===== src/rtl/vsint_pkg.sv =====
package vsint_pkg;
    localparam int XLEN = 64;
    // Guest-level software, timer and external bits in hypervisor positions
    localparam logic [XLEN-1:0] VS_BITS    = 64'h0000_0000_0000_0444;
    // Local interrupt bits 13 and above
    localparam logic [XLEN-1:0] LOCAL_BITS = 64'hFFFF_FFFF_FFFF_E000;

    typedef enum logic [2:0] {
        SEL_NONE,
        SEL_HVIEN,
        SEL_HVIENH,
        SEL_HVIP,
        SEL_VSIP,
        SEL_VSIE
    } csr_sel_e;

    typedef enum logic [1:0] {
        RT_ZERO,
        RT_MACH,
        RT_HYP
    } route_e;
endpackage


===== src/rtl/vsint_csr_decode.sv =====
module vsint_csr_decode
    import vsint_pkg::*;
#(
    parameter int          AW       = 12,
    parameter logic [11:0] A_HVIEN  = 12'h608,
    parameter logic [11:0] A_HVIENH = 12'h618,
    parameter logic [11:0] A_HVIP   = 12'h645,
    parameter logic [11:0] A_VSIP   = 12'h244,
    parameter logic [11:0] A_VSIE   = 12'h204
) (
    input  logic          valid,
    input  logic [AW-1:0] addr,
    output csr_sel_e      sel,
    output logic          illegal
);
    always_comb begin
        sel = SEL_NONE;
        if (valid) begin
            unique case (addr)
                A_HVIEN:  sel = SEL_HVIEN;
                A_HVIENH: sel = SEL_HVIENH;
                A_HVIP:   sel = SEL_HVIP;
                A_VSIP:   sel = SEL_VSIP;
                A_VSIE:   sel = SEL_VSIE;
                default:  sel = SEL_NONE;
            endcase
        end
        illegal = valid && (sel == SEL_NONE);
    end
endmodule


===== src/rtl/vsint_mreg.sv =====
module vsint_mreg #(
    parameter int           W    = 64,
    parameter logic [W-1:0] IMPL = '1
) (
    input  logic         clk,
    input  logic         rst_n,
    input  logic [W-1:0] wm,
    input  logic [W-1:0] wd,
    output logic [W-1:0] q
);
    always_ff @(posedge clk) begin
        if (!rst_n) q <= '0;
        else        q <= ((q & ~wm) | (wd & wm)) & IMPL;
    end


    idle_hold_chk: assert property (@(posedge clk) disable iff (!rst_n)
        (wm == '0) |=> $stable(q));
endmodule


===== src/rtl/vsint_bit_route.sv =====
module vsint_bit_route
    import vsint_pkg::*;
(
    input  logic [XLEN-1:0] hideleg,
    input  logic [XLEN-1:0] hvien,
    input  logic [XLEN-1:0] mip,
    input  logic [XLEN-1:0] mie,
    input  logic [XLEN-1:0] hvip,
    input  logic [XLEN-1:0] vsie_st,
    input  logic [XLEN-1:0] wdata,
    input  logic [XLEN-1:0] wmask,
    output logic [XLEN-1:0] vsip_view,
    output logic [XLEN-1:0] vsie_view,
    output logic [XLEN-1:0] wd_st,
    output logic [XLEN-1:0] mip_wm,
    output logic [XLEN-1:0] hvip_wm,
    output logic [XLEN-1:0] mie_wm,
    output logic [XLEN-1:0] vst_wm
);
    // Storage index k drives guest view index VIEW (k-1 for VS bits)
    for (genvar k = 0; k < XLEN; k++) begin : g_st
        localparam bit LIVE = VS_BITS[k] | LOCAL_BITS[k];
        localparam bit ISVS = VS_BITS[k];
        localparam int VIEW = ISVS ? k - 1 : k;
        localparam bit RO   = (k == 6) || (k == 10);
        if (LIVE) begin : g_live
            route_e rt;
            always_comb begin
                if (hideleg[k])           rt = RT_MACH;
                else if (!ISVS && hvien[k]) rt = RT_HYP;
                else                      rt = RT_ZERO;
            end
            assign vsip_view[VIEW] = ((rt == RT_MACH) && mip[k]) ||
                                     ((rt == RT_HYP)  && hvip[k]);
            assign vsie_view[VIEW] = ((rt == RT_MACH) && mie[k]) ||
                                     ((rt == RT_HYP)  && vsie_st[k]);
            assign wd_st[k]   = wdata[VIEW];
            assign mip_wm[k]  = wmask[VIEW] && (rt == RT_MACH) && !RO;
            assign hvip_wm[k] = wmask[VIEW] && (rt == RT_HYP);
            assign mie_wm[k]  = wmask[VIEW] && (rt == RT_MACH);
            assign vst_wm[k]  = wmask[VIEW] && (rt == RT_HYP);
        end else begin : g_dead
            assign wd_st[k]   = 1'b0;
            assign mip_wm[k]  = 1'b0;
            assign hvip_wm[k] = 1'b0;
            assign mie_wm[k]  = 1'b0;
            assign vst_wm[k]  = 1'b0;
        end
    end

    for (genvar j = 0; j < XLEN; j++) begin : g_view
        localparam bit VLIVE = VS_BITS[(j + 1) % XLEN] | LOCAL_BITS[j];
        if (!VLIVE) begin : g_zero
            assign vsip_view[j] = 1'b0;
            assign vsie_view[j] = 1'b0;
        end
    end

    logic unused_route_bits;
    assign unused_route_bits = ^{hideleg, hvien, mip, mie, hvip, vsie_st, wdata, wmask};
endmodule


===== src/rtl/vsint_alias_unit.sv =====
module vsint_alias_unit
    import vsint_pkg::*;
#(
    parameter int          AW       = 12,
    parameter logic [11:0] A_HVIEN  = 12'h608,
    parameter logic [11:0] A_HVIENH = 12'h618,
    parameter logic [11:0] A_HVIP   = 12'h645,
    parameter logic [11:0] A_VSIP   = 12'h244,
    parameter logic [11:0] A_VSIE   = 12'h204
) (
    input  logic            clk,
    input  logic            rst_n,
    input  logic            csr_valid,
    input  logic [AW-1:0]   csr_addr,
    input  logic [XLEN-1:0] csr_wdata,
    input  logic [XLEN-1:0] csr_wmask,
    output logic [XLEN-1:0] csr_rdata,
    output logic            csr_illegal,
    input  logic [XLEN-1:0] hideleg,
    output logic [XLEN-1:0] vs_pend
);
    localparam int HALF = XLEN / 2;

    csr_sel_e        sel;
    logic [XLEN-1:0] hvien_q, hvip_q, mip_q, mie_q, vst_q;
    logic [XLEN-1:0] hvien_wm, hvien_wd, hvip_wm, hvip_wd, mip_wm, mip_wd;
    logic [XLEN-1:0] mie_wm, vst_wm;
    logic [XLEN-1:0] vsip_view, vsie_view, r_wd;
    logic [XLEN-1:0] r_mip_wm, r_hvip_wm, r_mie_wm, r_vst_wm;

    vsint_csr_decode #(
        .AW(AW), .A_HVIEN(A_HVIEN), .A_HVIENH(A_HVIENH),
        .A_HVIP(A_HVIP), .A_VSIP(A_VSIP), .A_VSIE(A_VSIE)
    ) u_dec (
        .valid   (csr_valid),
        .addr    (csr_addr),
        .sel     (sel),
        .illegal (csr_illegal)
    );

    vsint_bit_route u_route (
        .hideleg   (hideleg),
        .hvien     (hvien_q),
        .mip       (mip_q),
        .mie       (mie_q),
        .hvip      (hvip_q),
        .vsie_st   (vst_q),
        .wdata     (csr_wdata),
        .wmask     (csr_wmask),
        .vsip_view (vsip_view),
        .vsie_view (vsie_view),
        .wd_st     (r_wd),
        .mip_wm    (r_mip_wm),
        .hvip_wm   (r_hvip_wm),
        .mie_wm    (r_mie_wm),
        .vst_wm    (r_vst_wm)
    );

    // Per-store write selection
    always_comb begin
        hvien_wm = '0;
        hvien_wd = csr_wdata;
        hvip_wm  = '0;
        hvip_wd  = csr_wdata;
        mip_wm   = '0;
        mip_wd   = csr_wdata;
        mie_wm   = '0;
        vst_wm   = '0;
        unique case (sel)
            SEL_HVIEN: hvien_wm = csr_wmask;
            SEL_HVIENH: begin
                hvien_wm = {csr_wmask[HALF-1:0], {HALF{1'b0}}};
                hvien_wd = {csr_wdata[HALF-1:0], {HALF{1'b0}}};
            end
            SEL_HVIP: begin
                hvip_wm = csr_wmask & LOCAL_BITS;
                mip_wm  = csr_wmask & VS_BITS;
            end
            SEL_VSIP: begin
                hvip_wm = r_hvip_wm;
                hvip_wd = r_wd;
                mip_wm  = r_mip_wm;
                mip_wd  = r_wd;
            end
            SEL_VSIE: begin
                mie_wm = r_mie_wm;
                vst_wm = r_vst_wm;
            end
            default: ;
        endcase
    end

    vsint_mreg #(.W(XLEN), .IMPL(LOCAL_BITS)) u_hvien (
        .clk(clk), .rst_n(rst_n), .wm(hvien_wm), .wd(hvien_wd), .q(hvien_q));
    vsint_mreg #(.W(XLEN), .IMPL(LOCAL_BITS)) u_hvip (
        .clk(clk), .rst_n(rst_n), .wm(hvip_wm), .wd(hvip_wd), .q(hvip_q));
    vsint_mreg #(.W(XLEN), .IMPL(VS_BITS | LOCAL_BITS)) u_mip (
        .clk(clk), .rst_n(rst_n), .wm(mip_wm), .wd(mip_wd), .q(mip_q));
    vsint_mreg #(.W(XLEN), .IMPL(VS_BITS | LOCAL_BITS)) u_mie (
        .clk(clk), .rst_n(rst_n), .wm(mie_wm), .wd(r_wd), .q(mie_q));
    vsint_mreg #(.W(XLEN), .IMPL(LOCAL_BITS)) u_vst (
        .clk(clk), .rst_n(rst_n), .wm(vst_wm), .wd(r_wd), .q(vst_q));

    // Old-value read mux
    always_comb begin
        unique case (sel)
            SEL_HVIEN:  csr_rdata = hvien_q;
            SEL_HVIENH: csr_rdata = {{HALF{1'b0}}, hvien_q[XLEN-1:HALF]};
            SEL_HVIP:   csr_rdata = (mip_q & VS_BITS) | (hvip_q & LOCAL_BITS);
            SEL_VSIP:   csr_rdata = vsip_view;
            SEL_VSIE:   csr_rdata = vsie_view;
            default:    csr_rdata = '0;
        endcase
    end

    assign vs_pend = vsip_view & vsie_view;


    illegal_rdata_chk: assert property (@(posedge clk) disable iff (!rst_n)
        csr_illegal |-> (csr_rdata == '0));

    illegal_hold_chk: assert property (@(posedge clk) disable iff (!rst_n)
        csr_illegal |=> ($stable(hvien_q) && $stable(hvip_q) && $stable(mip_q)
                         && $stable(mie_q) && $stable(vst_q)));

    vsip_ro_chk: assert property (@(posedge clk) disable iff (!rst_n)
        (sel == SEL_VSIP) |=> ($stable(mip_q[6]) && $stable(mip_q[10])));

    hvienh_low_chk: assert property (@(posedge clk) disable iff (!rst_n)
        (sel == SEL_HVIENH) |=> $stable(hvien_q[HALF-1:0]));

    pend_gate_chk: assert property (@(posedge clk) disable iff (!rst_n)
        ((vs_pend & LOCAL_BITS & ~(hideleg | hvien_q)) == '0));

    vsie_ungated_chk: assert property (@(posedge clk) disable iff (!rst_n)
        ((sel == SEL_VSIE) && !hideleg[2]) |=> $stable(mie_q[2]));
endmodule


===== config.mk =====
export PLATFORM = sky130hd
export DESIGN_NAME = vsint_alias_unit
export DESIGN_NICKNAME = d
export VERILOG_FILES = /design/src/rtl/vsint_pkg.sv /design/src/rtl/vsint_csr_decode.sv /design/src/rtl/vsint_mreg.sv /design/src/rtl/vsint_bit_route.sv /design/src/rtl/vsint_alias_unit.sv
export SDC_FILE = /design/constraint.sdc
export NUM_CORES = 1
export LEC_CHECK = 0
export ABC_CLOCK_PERIOD_IN_PS = 6600
export CAP_MARGIN = 0
export CORE_MARGIN = 3
export CORE_UTILIZATION = 59
export CTS_BUF_LIST = sky130_fd_sc_hd__clkbuf_8
export DETAILED_ROUTE_END_ITERATION = 8
export PLACE_DENSITY = 0.95
export REMOVE_ABC_BUFFERS = 1
export SYNTH_ARGS = -nofsm -noshare
export SYNTH_HDL_FRONTEND = slang
export SYNTH_SLANG_ARGS = --single-unit

===== constraint.sdc =====
create_clock -name clk -period 6.6 [get_ports clk]
set_clock_uncertainty 0.2 [all_clocks]
set_input_delay 1.65 -clock clk [delete_from_list [all_inputs] [get_ports clk]]
set_output_delay 1.65 -clock clk [all_outputs]
set_load 0.02 [all_outputs]

; ---- Word level (Yosys, flattened, before mapping)
; Index checks and enable logic that the tools add are counted.
[word_totals]
reg_bits = 320
out_inout_bits = 129
[classes]
eq_ne = 118
n_mux = 115
bitwise_logic = 22
n_reduce_logical = 434
[ops]
columns = operator, n
row1 = bitwise AND 64 bit, 11
row2 = case mux 64 bit (2 select lines), 3
row3 = logical AND 1 bit, 325
row4 = inverter 64 bit, 5
row5 = bitwise OR 64 bit, 5
row6 = case mux 64 bit (5 select lines), 1
row7 = two-way mux 2 bit, 102
row8 = two-way mux 64 bit, 3
row9 = logical OR 1 bit, 108
row10 = == test 2 x 1 -> 1 bit (second input constant), 51
row11 = == test 2 bit (second input constant), 51
row12 = bitwise OR 11 x 64 -> 64 bit, 1
row13 = == test 12 x 11 -> 1 bit (second input constant), 3
row14 = == test 12 x 10 -> 1 bit (second input constant), 2
row15 = case mux 3 bit (5 select lines), 1
row16 = two-way mux 13 bit, 1
row17 = == test 1 x 2 -> 1 bit (second input constant), 3
row18 = == test 3 x 2 -> 1 bit (second input constant), 2
row19 = == test 3 bit (second input constant), 2
row20 = == test 1 bit (second input constant), 3
row21 = == test 3 x 1 -> 1 bit (second input constant), 1
row22 = logical NOT 3 bit, 1
row23 = two-way mux 1 bit, 3
row24 = two-way mux 3 bit, 1

; ---- Longest topological paths before layout
[logic_depth]
ltp_word = 8
mapped_depth = 10
ltp_nobuf = 5

; ---- Hierarchy
; Synthesis repeated with hierarchy kept, for this count alone.
[hier_totals]
cells_unflattened = 2201
hier_area_um2 = 20383.3
[modules_own_cells]
columns = mod, n_inst, cells_per_inst, area_per_inst_um2, seq_area_each_um2
row1 = vsint_alias_unit, 1, 804, 6108.4, 0.0
row2 = vsint_mreg at u_hvien ..., 3, 172, 1976.9, 1021.0
row3 = vsint_mreg at u_mie ..., 2, 178, 2125.8, 1081.0
row4 = vsint_bit_route, 1, 503, 3916.3, 0.0
row5 = vsint_csr_decode, 1, 22, 176.4, 0.0

; ---- Worst setup path after synthesis
; No wires, ideal clock.
[synth_timing]
path_kind = input-to-output
from = input csr_addr[0]
to = output csr_rdata[20]
t_arrival_ps = 3718
t_required_ps = 4750
setup_slack_ps = 1032
path_stages = 7
path_buffers = 2
cell_sequence = buf_6 -> or4_1 -> a21o_1 -> a21oi_4 -> buf_2 -> mux2_2 -> a221o_1
[synth_between]
elab_chain_len = 5
elab_cells_between_ends = 13
classes_between = eq/ne: 10 / mux: 3
[synth_rtl]
columns = element, line
row1 = from (decl), vsint_alias_unit.sv:14  ; input logic [AW-1:0] csr_addr,
row2 = == test 12 x 10 -> 1 bit / == test 12 x 11 -> 1 bit (equally long branches), vsint_csr_decode.sv:19  ; unique case (addr)
row3 = case mux 3 bit (5 select lines) *, vsint_csr_decode.sv:19
row4 = two-way mux 3 bit *, vsint_csr_decode.sv:18  ; if (valid) begin
row5 = "== test 3 bit, or another cell as far along", vsint_alias_unit.sv:106  ; unique case (sel)
row6 = case mux 64 bit (5 select lines) *, vsint_alias_unit.sv:106
row7 = to (decl), vsint_alias_unit.sv:17  ; output logic [XLEN-1:0] csr_rdata,
; Mark *: on every way between the ends. The rest lies on a longest branch, timed or not.

; ---- Worst setup path in the final report
[layout_timing]
from = input csr_addr[2]
to = output csr_rdata[18]
; The elaborated chain is that of the path after synthesis.

==> results.sh <==
export IMPL_status="finished clean"
export IMPL_dieArea_um2=31600
export IMPL_cts_made_buffers=46
export IMPL_clock_latency_ns=0.56
export IMPL_synth_edff_count=0
export IMPL_rsz0062_at_grt="false"
export IMPL_wirelength_um=64800
export IMPL_synth_ff_type="dfxtp_1"
export IMPL_finalCritPeriodShare_pct=98.6
export IMPL_cts_setup_buffers=0
export IMPL_fmax_mhz=154
export IMPL_port_buffers=315
export IMPL_grt_max_degree=121
export IMPL_clk_pin_slew_worst_paths_ns=0.05
export IMPL_maxCapViolations=0
export IMPL_detailed_place_hpwl_um=41100
export IMPL_postSynth_asyncResetShare_pct=0
export IMPL_hold_buffers=0
export IMPL_yosys_area_top_type="dfxtp_1"
export IMPL_syn_to_final_growth_pct=24.9
export IMPL_start_util_pct=60.3
export IMPL_total_power_w=0.00341
export IMPL_worstPathArrival_ns=4.66
export IMPL_synth_warnings=0
export IMPL_vias=20700
export IMPL_grt_usage_pct=39.0
export IMPL_ys_seq_elements=261
export IMPL_gp_congestion=0.941
export IMPL_max_slew_margin_pct=21.9
export IMPL_core_um2=28900
export IMPL_h_tree_depth=2
export IMPL_drive_gt1_share_pct=13.0
export IMPL_synthesis_area_um2=17400
export IMPL_synth_cell_types=66
export IMPL_synth_commonest_cells="dfxtp_1, a21oi_1, o21ai_0"
export IMPL_grt_pass1_wl_um=101000
export IMPL_place_area_um2=20800
export IMPL_hp_class="reg -> reg"
export IMPL_hold_viol=0
export IMPL_cts_root_buffer="clkbuf_8"
export IMPL_ir_worst_vdd_mv=0.167
export IMPL_worst_ep_required_time_ns=4.75
export IMPL_slew_viol_final=0
export IMPL_grt_pass1_vias=20200
export IMPL_powerDensity_nw_per_um2=157
export IMPL_route_detailed_drc=0
export IMPL_worst_pin_slew_ns=1.17
export IMPL_design_area_um2=21700
export IMPL_finalNetCount=2772
export IMPL_synth_seq_area_share_pct=30.0
export IMPL_synth_most_common_cell="dfxtp_1"
export IMPL_setup_viol=0
export IMPL_synth_top_area_share_pct=30.0
export IMPL_postRouteAntennaNets=0
export IMPL_grt_remaining_overflow=0
export IMPL_clkSinkCount=261
export IMPL_drtIter0Drc=2944
export IMPL_firstDrtPassIters=7
export IMPL_syn_area_per_cell_um2=7.47
export IMPL_wire_per_inst_um=21.8
export IMPL_clock_path_buffers=3
export IMPL_antenna_found_initial=4
export IMPL_cp_end_kind="output pin"
export IMPL_leakage_nw=7.41
export IMPL_critPathMaxFanout=19
export IMPL_holdWs_ns=0.273
export IMPL_ys_top_cells_by_area="dfxtp_1, a21oi_1, o21ai_0"
export IMPL_via_per_inst=6.94
export IMPL_setup_tns_ns=0
export IMPL_start_kind="primary input"
export IMPL_cts_tree="built"
export IMPL_io_pins=336
export IMPL_row_count=62
export IMPL_synthCells=2328
export IMPL_worstSetupPathType="in -> out"
export IMPL_min_period_ns=6.51
export IMPL_dieHeight_um=178
export IMPL_die_w_um=178
## cell type report
| cell class | instances | area [µm²] |
|---|---|---|
| multi-input combinational | 1767 | 11000 |
| clock buffer | 59 | 812 |
| inverter | 106 | 403 |
| fill | 1957 | 7120 |
| clock inverter | 17 | 72.6 |
| tap | 384 | 480 |
| antenna | 1 | 2.50 |
| sequential | 261 | 5230 |
| timing repair buffer | 383 | 3780 |
## kinds of logic after synthesis
group / synth area share (%)
AO/OA/AOI/OAI: 29.1
AND/OR/NAND/NOR: 27.0
other: 0.0216
multiplexers: 5.87
flip-flops: 30.0
buffers and inverters: 7.92
## worst max-delay path, stage by stage
cell,delay [ns]
clkdlybuf4s50_1,0.57
or3b_4,0.44
a21o_1,0.29
a21oi_4,0.25
buf_12,0.21
mux2_2,0.35
a221o_1,0.33
clkdlybuf4s50_1,0.56
## layer usage
layer | share of wire [%] | global-route usage [%] | vias up | wire length (µm)
li1 | - | - | 9080 | -
met1 | 34 | 46.5 | 9313 | 21900
met2 | 44 | 62.1 | 1745 | 28600
met3 | 15 | 11.1 | 513 | 9580
met4 | 7.3 | 23.8 | 8 | 4720
met5 | 0.091 | 0 | - | 59
## report_power, final
group | total [W] | switching (W) | internal [W]
Clock | 0.00147 | 0.000682 | 0.000793
Combinational | 0.000361 | 0.000221 | 0.000141
Sequential | 0.00158 | 0.000000168 | 0.00158
## placed cells by master (no fill, tap or decap), types with 5 or more instances in the layout
cell	count
nor3_1	96
buf_4	59
clkbuf_8	59
o21ai_1	7
clkdlybuf4s50_1	309
inv_1	118
o211ai_1	13
or2_2	30
a221o_1	48
dfxtp_1	261
a31oi_1	12
nand3_1	149
mux2i_1	78
nand4_1	86
nand3b_1	23
a21o_1	22
dlymetal6s2s_1	5
nand2_1	223
nand2b_1	30
o22ai_1	48
a21oi_1	259
a2111oi_2	45
buf_12	9
mux2_2	18
nor4_2	16
nor4_1	18
or3b_2	51
conb_1	10
nor2_1	121
a211oi_1	25
a211oi_2	17
and2_1	11
a22o_1	6
o21ai_0	242
or3_1	12
## through the flow
stage	cells	utilization, %	worst slack (ns)
after floorplan	2134	-	-2.20
after global placement	2901	72.2	0.0766
after detailed placement	2901	72.2	0.0540
after CTS	2977	75.2	0.0539
after global routing	2977	75.3	0.0197
final	2978	75.3	0.0903
## timing repair
action / CTS / global route
gates resized for setup: 0 / 7
hold endpoints to repair: 0 / 0
setup endpoints to repair: 0 / 23
## path summary, 6_finish.rpt
path                     from       endpoint  slack (ns)  cells past startpoint
setup / recovery  csr_addr[2]  csr_rdata[18]        0.09                      8
hold / removal       register       register        0.27                      2
hold reg to reg      register       register        0.27                      2
setup reg to reg     register       register        4.87                      5
No activity file was read; power rests on OpenSTA's default activity.
